File: config.mk
export PLATFORM = sky130hd
export DESIGN_NAME = sop_array
export DESIGN_NICKNAME = d
export VERILOG_FILES = /design/src/rtl/sop_pkg.sv /design/src/rtl/sop_ctrl.sv /design/src/rtl/sop_datapath.sv /design/src/rtl/sop_array.sv
export SDC_FILE = /design/constraint.sdc
export NUM_CORES = 1
export LEC_CHECK = 0
export BUFFER_PORTS_ARGS = -buffer_cell sky130_fd_sc_hd__buf_2
export CAP_MARGIN = 5
export CORE_MARGIN = 2
export CORE_UTILIZATION = 35
export CTS_CLUSTER_DIAMETER = 80
export DETAILED_ROUTE_END_ITERATION = 16
export GPL_ROUTABILITY_DRIVEN = 1
export SYNTH_ARGS = -nofsm -noshare
export SYNTH_HDL_FRONTEND = slang
export SYNTH_SLANG_ARGS = --single-unit
File: constraint.sdc
create_clock -name clk -period 4.2 [get_ports clk]
set_clock_uncertainty 0.1 [all_clocks]
set_input_delay 1.26 -clock clk [delete_from_list [all_inputs] [get_ports clk]]
set_output_delay 1.26 -clock clk [all_outputs]
set_load 0.02 [all_outputs]
File: src/rtl/sop_pkg.sv
package sop_pkg;
  // Strobes from the write decoder to the storage/evaluation datapath
  typedef struct packed {
    logic andWr;   // store a product-term row
    logic orWr;    // store an output connection row
    logic errSet;  // a constrained write was refused
  } cfgStrobe_t;
endpackage

File: src/rtl/sop_ctrl.sv
module sop_ctrl
  import sop_pkg::*;
#(
  parameter int NUM_TERMS = 16,
  parameter int NUM_OUT   = 4,
  parameter int GROUP     = 4,
  parameter bit GENERAL   = 1'b1,
  parameter int ADDR_W    = 4,
  parameter int DATA_W    = 16
) (
  input  logic              clk,
  input  logic              rst,
  input  logic              cfgWe,
  input  logic              cfgSel,
  input  logic [ADDR_W-1:0] cfgAddr,
  input  logic [DATA_W-1:0] cfgData,
  output cfgStrobe_t        strobe,
  output logic              cfgErr
);
  logic termAddrOk;
  logic outAddrOk;
  logic [NUM_TERMS-1:0] outsideBits;

  assign termAddrOk = int'(cfgAddr) < NUM_TERMS;
  assign outAddrOk  = int'(cfgAddr) < NUM_OUT;

  generate
    if (GENERAL) begin : g_free
      assign outsideBits = '0;
    end else begin : g_grouped
      logic [NUM_TERMS-1:0] grpMask;
      always_comb begin
        grpMask = '0;
        for (int t = 0; t < NUM_TERMS; t++) begin
          if ((t / GROUP) == int'(cfgAddr)) grpMask[t] = 1'b1;
        end
      end
      assign outsideBits = cfgData[NUM_TERMS-1:0] & ~grpMask;
    end
  endgenerate

  always_comb begin
    strobe.andWr  = cfgWe && !cfgSel && termAddrOk;
    strobe.orWr   = cfgWe && cfgSel && outAddrOk && (outsideBits == '0);
    strobe.errSet = cfgWe && cfgSel && outAddrOk && (outsideBits != '0);
  end

  always_ff @(posedge clk) begin
    if (rst)              cfgErr <= 1'b0;
    else if (strobe.errSet) cfgErr <= 1'b1;
  end
endmodule

File: src/rtl/sop_datapath.sv
module sop_datapath
  import sop_pkg::*;
#(
  parameter int NUM_IN    = 4,
  parameter int NUM_TERMS = 16,
  parameter int NUM_OUT   = 4,
  parameter int GROUP     = 4,
  parameter bit GENERAL   = 1'b1,
  parameter int ADDR_W    = 4,
  parameter int DATA_W    = 16
) (
  input  logic               clk,
  input  logic               rst,
  input  cfgStrobe_t         strobe,
  input  logic [ADDR_W-1:0]  cfgAddr,
  input  logic [DATA_W-1:0]  cfgData,
  input  logic [NUM_IN-1:0]  dataIn,
  output logic [NUM_OUT-1:0] dataOut
);
  localparam int LIT_W = 2 * NUM_IN + 1;
  localparam int EN_B  = 2 * NUM_IN;

  logic [LIT_W-1:0]     andRow [NUM_TERMS];
  logic [NUM_TERMS-1:0] orRow  [NUM_OUT];
  logic [NUM_TERMS-1:0] termHit;

  // Configuration storage
  always_ff @(posedge clk) begin
    if (rst) begin
      for (int t = 0; t < NUM_TERMS; t++) andRow[t] <= '0;
      for (int o = 0; o < NUM_OUT; o++)   orRow[o]  <= '0;
    end else begin
      for (int t = 0; t < NUM_TERMS; t++)
        if (strobe.andWr && int'(cfgAddr) == t) andRow[t] <= cfgData[LIT_W-1:0];
      for (int o = 0; o < NUM_OUT; o++)
        if (strobe.orWr && int'(cfgAddr) == o) orRow[o] <= cfgData[NUM_TERMS-1:0];
    end
  end

  // AND plane
  always_comb begin
    for (int t = 0; t < NUM_TERMS; t++) begin
      termHit[t] = andRow[t][EN_B];
      for (int i = 0; i < NUM_IN; i++) begin
        if (andRow[t][2*i] && !dataIn[i])    termHit[t] = 1'b0;
        if (andRow[t][2*i+1] && dataIn[i])   termHit[t] = 1'b0;
      end
    end
  end

  // OR plane: shared or grouped
  generate
    for (genvar o = 0; o < NUM_OUT; o++) begin : g_out
      if (GENERAL) begin : g_shared
        assign dataOut[o] = |(termHit & orRow[o]);
      end else begin : g_dedicated
        assign dataOut[o] = |(termHit[o*GROUP +: GROUP] & orRow[o][o*GROUP +: GROUP]);
      end
    end
  endgenerate
endmodule

File: src/rtl/sop_array.sv
module sop_array
  import sop_pkg::*;
#(
  parameter int NUM_IN    = 4,
  parameter int NUM_TERMS = 16,
  parameter int NUM_OUT   = 4,
  parameter int GROUP     = 4,
  parameter bit GENERAL   = 1'b1,
  localparam int LIT_W    = 2 * NUM_IN + 1,
  localparam int DATA_W   = (LIT_W > NUM_TERMS) ? LIT_W : NUM_TERMS,
  localparam int ROWS     = (NUM_TERMS > NUM_OUT) ? NUM_TERMS : NUM_OUT,
  localparam int ADDR_W   = (ROWS > 1) ? $clog2(ROWS) : 1
) (
  input  logic               clk,
  input  logic               rst,
  input  logic               cfgWe,
  input  logic               cfgSel,
  input  logic [ADDR_W-1:0]  cfgAddr,
  input  logic [DATA_W-1:0]  cfgData,
  input  logic [NUM_IN-1:0]  dataIn,
  output logic [NUM_OUT-1:0] dataOut,
  output logic               cfgErr
);
  cfgStrobe_t strobe;

  sop_ctrl #(
    .NUM_TERMS(NUM_TERMS), .NUM_OUT(NUM_OUT), .GROUP(GROUP),
    .GENERAL(GENERAL), .ADDR_W(ADDR_W), .DATA_W(DATA_W)
  ) u_ctrl (
    .clk(clk), .rst(rst), .cfgWe(cfgWe), .cfgSel(cfgSel),
    .cfgAddr(cfgAddr), .cfgData(cfgData), .strobe(strobe), .cfgErr(cfgErr)
  );

  sop_datapath #(
    .NUM_IN(NUM_IN), .NUM_TERMS(NUM_TERMS), .NUM_OUT(NUM_OUT), .GROUP(GROUP),
    .GENERAL(GENERAL), .ADDR_W(ADDR_W), .DATA_W(DATA_W)
  ) u_dp (
    .clk(clk), .rst(rst), .strobe(strobe), .cfgAddr(cfgAddr),
    .cfgData(cfgData), .dataIn(dataIn), .dataOut(dataOut)
  );
endmodule

After elaboration in Yosys (flattened, before gate mapping)
Memory sizes are Yosys's and may differ from the RTL's.
Index checks and enable logic that the tools add are counted.

cells by class
  magnitude comparators = 1
  equality and inequality tests = 15
  muxes and demuxes = 210
  reduce and logical (&&, ||, !) cells = 161
  bitwise gates (word level) = 24

operator list
  kind                                                  count
  two-way mux 1 bit                                     190
  logical AND 1 bit                                     151
  two-way mux 9 bit                                     16
  AND 16 bit                                            4
  two-way mux 16 bit                                    4
  OR reduction 16 bit                                   4
  equality test 4 bit (second input constant)           8
  OR 1 bit                                              20
  equality test 4 x 3 -> 1 bit (second input constant)  4
  equality test 4 x 2 -> 1 bit (second input constant)  2
  zero test 1 bit                                       5
  equality test 4 x 1 -> 1 bit (second input constant)  1
  zero test 4 bit                                       1
  < comparator 4 x 3 -> 1 bit (second input constant)   1

word-level totals
  memories kept = 2
  bits of input ports = 28
  bits in writable memories = 208
  flip-flop bits (word level) = 0
  logic and storage cells = 413

memory list
  memory       depth  bits a word  read ports  clocked after Yosys merged registers in  wr ports  RTL line            text
  u_dp.andRow  16     9            16          0                                        16        sop_datapath.sv:23  logic [LIT_W-1:0] andRow [NUM_TERMS];
  u_dp.orRow   4      16           4           0                                        4         sop_datapath.sv:24  logic [NUM_TERMS-1:0] orRow [NUM_OUT];

Depth between registers and ports, before layout
  depth after elaboration = 12
  depth in mapped cells = 8

Cells and area by module
Synthesis repeated with hierarchy kept, for this count alone.

second synthesis, totals
  cells, all modules = 673
  area total of the unflattened synthesis = 8858.5 um^2

by module, submodules not included
  module        sequential area each (um^2)  area an instance (um^2)  cells an instance  times used
  sop_datapath  6246.0                       8821.0                   668                1
  sop_ctrl      0.0                          37.5                     5                  1

Least setup slack after synthesis
No wires, ideal clock.

  path type = input to output
  start = input dataIn[1]
  end = output dataOut[1]
  stages on the path = 8
  data arrival time = 2611 ps
  data required time = 2840 ps
  setup slack = 229 ps
  cells stage by stage = buf_6 buf_12 mux2i_1 nand3_2 a2111oi_2 a22oi_1 nand3_1 or4_1

between the ends
  word-level cells in the longest chain between the ends = 10

RTL lines
  element                RTL line            text
  from (decl)            sop_array.sv:20     input logic [NUM_IN-1:0] dataIn,
  zero test 1 bit        sop_datapath.sv:45  if (andRow[t][2*i] && !dataIn[i]) termHit[t] = 1'b0;
  logical AND 1 bit      sop_datapath.sv:45
  two-way mux 1 bit      sop_datapath.sv:45
  two-way mux 1 bit      sop_datapath.sv:46  if (andRow[t][2*i+1] && dataIn[i]) termHit[t] = 1'b0;
  two-way mux 1 bit      sop_datapath.sv:45
  two-way mux 1 bit      sop_datapath.sv:46
  two-way mux 1 bit      sop_datapath.sv:45
  two-way mux 1 bit      sop_datapath.sv:46
  AND 16 bit *           sop_datapath.sv:55  assign dataOut[o] = |(termHit & orRow[o]);
  OR reduction 16 bit *  sop_datapath.sv:55
  to (decl)              sop_array.sv:21     output logic [NUM_OUT-1:0] dataOut,

Every way passes the cells marked *; elsewhere a longest branch is shown, timed or not.

Worst setup path in the final report
  start = input dataIn[2]
  end = output dataOut[1]

between the ends
  word-level cells in the longest chain between the ends = 8

RTL lines
  element                RTL line
  zero test 1 bit        sop_datapath.sv:45
  logical AND 1 bit      sop_datapath.sv:45
  two-way mux 1 bit      sop_datapath.sv:45
  two-way mux 1 bit      sop_datapath.sv:46
  two-way mux 1 bit      sop_datapath.sv:45
  two-way mux 1 bit      sop_datapath.sv:46
  AND 16 bit *           sop_datapath.sv:55
  OR reduction 16 bit *  sop_datapath.sv:55

Marks and branches as above.

==> reports/qor.tcl <==
set qor(status) {finished with violations}
set qor(violations) {negative setup slack}
set qor(max_cap_viol_count) 0
set qor(cts-buffers-inserted) 23
set qor(synth_sequential_area_ratio_pct) 71.71
set qor(wl_met2_um) 10560
set qor(worstMarginPinSlew_ns) 0.6439
set qor(die_area_sq_um) 26160
set qor(initial_antenna_violation_count) 0
set qor(drc_errors) 0
set qor(max_clock_freq_ghz) 0.2342
set qor(hold_class) {in2reg}
set qor(crit_type) {in2out}
set qor(syn_nets) 642
set qor(top_layer_used) {met4}
set qor(power_leakage_nw) 3.767
set qor(maximum_resistive_drop_on_vdd_v) 0.0002657
set qor(tns_ns) -0.1923
set qor(cts.reportedPaths.clkPinSlew_ns) 0.06
set qor(hold_viol) 0
set qor(detail_route.wl_per_cell_um) 20.63
set qor(grt_pass1_wl_um) 32340
set qor(grt_pass1_vias) 5540
set qor(clock_sinks) 208
set qor(drive_above_1_share_pct) 21.38
set qor(floorplan.core_area_sq_um) 24390
set qor(netlist.top_cell.by_area) {sky130_fd_sc_hd__edfxtp_1}
set qor(grt_use_total_pct) 16.33
set qor(gp_congestion) 0.8250
set qor(wl_um) 21350
set qor(htree_levels) 1
set qor(grt_start_max_net_pins) 22
set qor(start_util_pct) 35.71
set qor(grt_setup_unrepaired) {true}
set qor(timing.critical_path.arrival_ns) 2.91
set qor(final_cell_count_no_fill) 1035
set qor(final-setup-viol-count) 4
set qor(via_count) 5374
set qor(pre_cts_slack_ns) -0.3144
set qor(timing.critical_path.from_type) {primary input}
set qor(nNetsFinal) 724
set qor(ctsLongestPathBuffers) 3
set qor(cts_hold_buf) 0
set qor(hold_ws_ns) 0.9859
set qor(flow.area_growth_from_synthesis_pct) 20.41
set qor(slew_violations) 0
set qor(dieWidth_um) 161.8
set qor(clockRootBuffer) {sky130_fd_sc_hd__clkbuf_16}
set qor(die_h_um) 161.8
set qor(category_of_the_worst_setup_path_capture_point) {primary output}
set qor(layout_min_cycle_time_ns) 4.270
set qor(power.density_nw_per_um2) 461.7
set qor(antennaDiodeCount) 0
set qor(synth.top_cell.area_share_pct) 71.71
set qor(post_synth_cell_types) 33
set qor(syn_area_cell_sq_um) 14.19
set qor(dp_area_sq_um) 9494
set qor(synthCells) 614
set qor(finish.instance_area_sq_um) 10490
set qor(synth_warnings) 0
set qor(fin_ws_ns) -0.06998
set qor(post_route_m1_wl_um) 8952
set qor(place_hpwl_um) 14900
set qor(post_synth_instance_area_sq_um) 8710
set qor(ys_ff_latch) 208
set qor(drtIter0Drc) 564
set qor(firstDrtPassIters) 5
set qor(crit_path_max_fanout) 7
set qor(drt.antenna.violating_nets) 0
set qor(final_core_util_pct) 43.00
set qor(post-place-cells) 994
set qor(synthTopCellsByArea) {sky130_fd_sc_hd__edfxtp_1 (72%), sky130_fd_sc_hd__nor2_1 (6.1%), sky130_fd_sc_hd__mux2i_1 (5.5%), sky130_fd_sc_hd__and2_1 (2.0%), sky130_fd_sc_hd__nand2b_1 (1.7%)}
set qor(final_critical_path_share_of_the_clock_period_pct) 101.7
set qor(worst-endpoint-required_ns) 2.84
set qor(wl_met3_um) 1288
set qor(io_buffer_count) 31
set qor(design_power_total_mw) 4.842
set qor(overflow) 0
set qor(number_of_placement_rows) 57
set qor(worst_rel_slew_slack_pct) 57.07
set qor(route.detailed.vias_per_inst) 5.192
set qor(ios) 33
set qor(cts_tree) {yes}
## synthesized netlist by cell type (all sizes together)
cell,instances
edfxtp,208
nor2,141
mux2i,48
nand2,30
and2,28
nand3,27
nand2b,24
clkbuf,17
a22oi,13
inv,10
buf,9
nor2b,9
a2111oi,8
mux2,8
a32oi,7
a31o,4
a221oi,3
nand4,3
a21o,2
a32o,2
and3,2
nand3b,2
nor3b,2
or4,2
a22o,1
and2b,1
conb,1
nor3,1
or3,1
## path summary, 6_finish.rpt
path | start | to | cells past startpoint
setup / recovery | dataIn[2] | dataOut[1] | 10
hold / removal | cfgData[11] | u_dp.orRow[0][11] | 2
## registers in the layout, summed over array words and instances (netlist names)
name and count:
u_dp.andRow 144, u_dp.orRow 64
## worst max-delay path, stage by stage
cell                        delay [ns]
sky130_fd_sc_hd__buf_12           0.12
sky130_fd_sc_hd__buf_4            0.13
sky130_fd_sc_hd__mux2i_1          0.12
sky130_fd_sc_hd__nand3_1          0.09
sky130_fd_sc_hd__a2111oi_2        0.05
sky130_fd_sc_hd__buf_4            0.17
sky130_fd_sc_hd__a32oi_1          0.16
sky130_fd_sc_hd__nand3_1          0.14
sky130_fd_sc_hd__or4_4            0.52
sky130_fd_sc_hd__buf_6            0.15
## power breakdown
group	switching [mW]	internal (mW)
sequential	0.0438	2.42
clock	0.776	1.25
combinational	0.216	0.136
## per-layer routing
layer,up-vias,global-route usage [%]
met2,209,28.03
met3,47,2.426
met1,2711,21.55
met4,0,4.988
li1,2407,-
met5,-,0
## area by class of cell
type                    count  area, sq um
clock buffers              30        601.8
clock inverters            10        151.4
fillers                  2251        13900
inverters                  10        37.54
multi-input cells         370         2346
flip-flops and latches    208         6246
well taps                 324        405.4
repair buffers             83        699.4
## what timing repair did
action	4_1_cts	5_1_grt
endpoints found under the setup margin	4	4
setup buffers	0	3
gates resized for setup	51	4
pin swaps	18	6
## kinds of logic after synthesis
family | share of synthesized area (%)
AOI/OAI and AO/OA | 4.554
buffers and inverters | 2.686
other | 0.04306
muxes | 6.551
DFF | 71.71
and+or+nand+nor | 14.45
## placed cells by master, fill, tap and decap left out, types with 3 or more instances in the layout
cell type and n:
sky130_fd_sc_hd__a2111oi_2 4, sky130_fd_sc_hd__a2111oi_4 4, sky130_fd_sc_hd__a22oi_1 7, sky130_fd_sc_hd__a22oi_2 6
sky130_fd_sc_hd__a31o_2 4, sky130_fd_sc_hd__a32oi_1 7, sky130_fd_sc_hd__and2_1 28, sky130_fd_sc_hd__buf_12 7
sky130_fd_sc_hd__buf_2 24, sky130_fd_sc_hd__buf_4 42, sky130_fd_sc_hd__buf_6 7, sky130_fd_sc_hd__buf_8 3
sky130_fd_sc_hd__bufinv_16 4, sky130_fd_sc_hd__clkbuf_1 7, sky130_fd_sc_hd__clkbuf_16 23, sky130_fd_sc_hd__clkinv_2 3
sky130_fd_sc_hd__edfxtp_1 208, sky130_fd_sc_hd__inv_1 10, sky130_fd_sc_hd__mux2_2 6, sky130_fd_sc_hd__mux2i_1 48
sky130_fd_sc_hd__nand2_1 30, sky130_fd_sc_hd__nand2b_1 24, sky130_fd_sc_hd__nand3_1 26, sky130_fd_sc_hd__nand4_1 3
sky130_fd_sc_hd__nor2_1 137, sky130_fd_sc_hd__nor2_2 3, sky130_fd_sc_hd__nor2b_1 7
No activity file was read; power rests on OpenSTA's default activity.
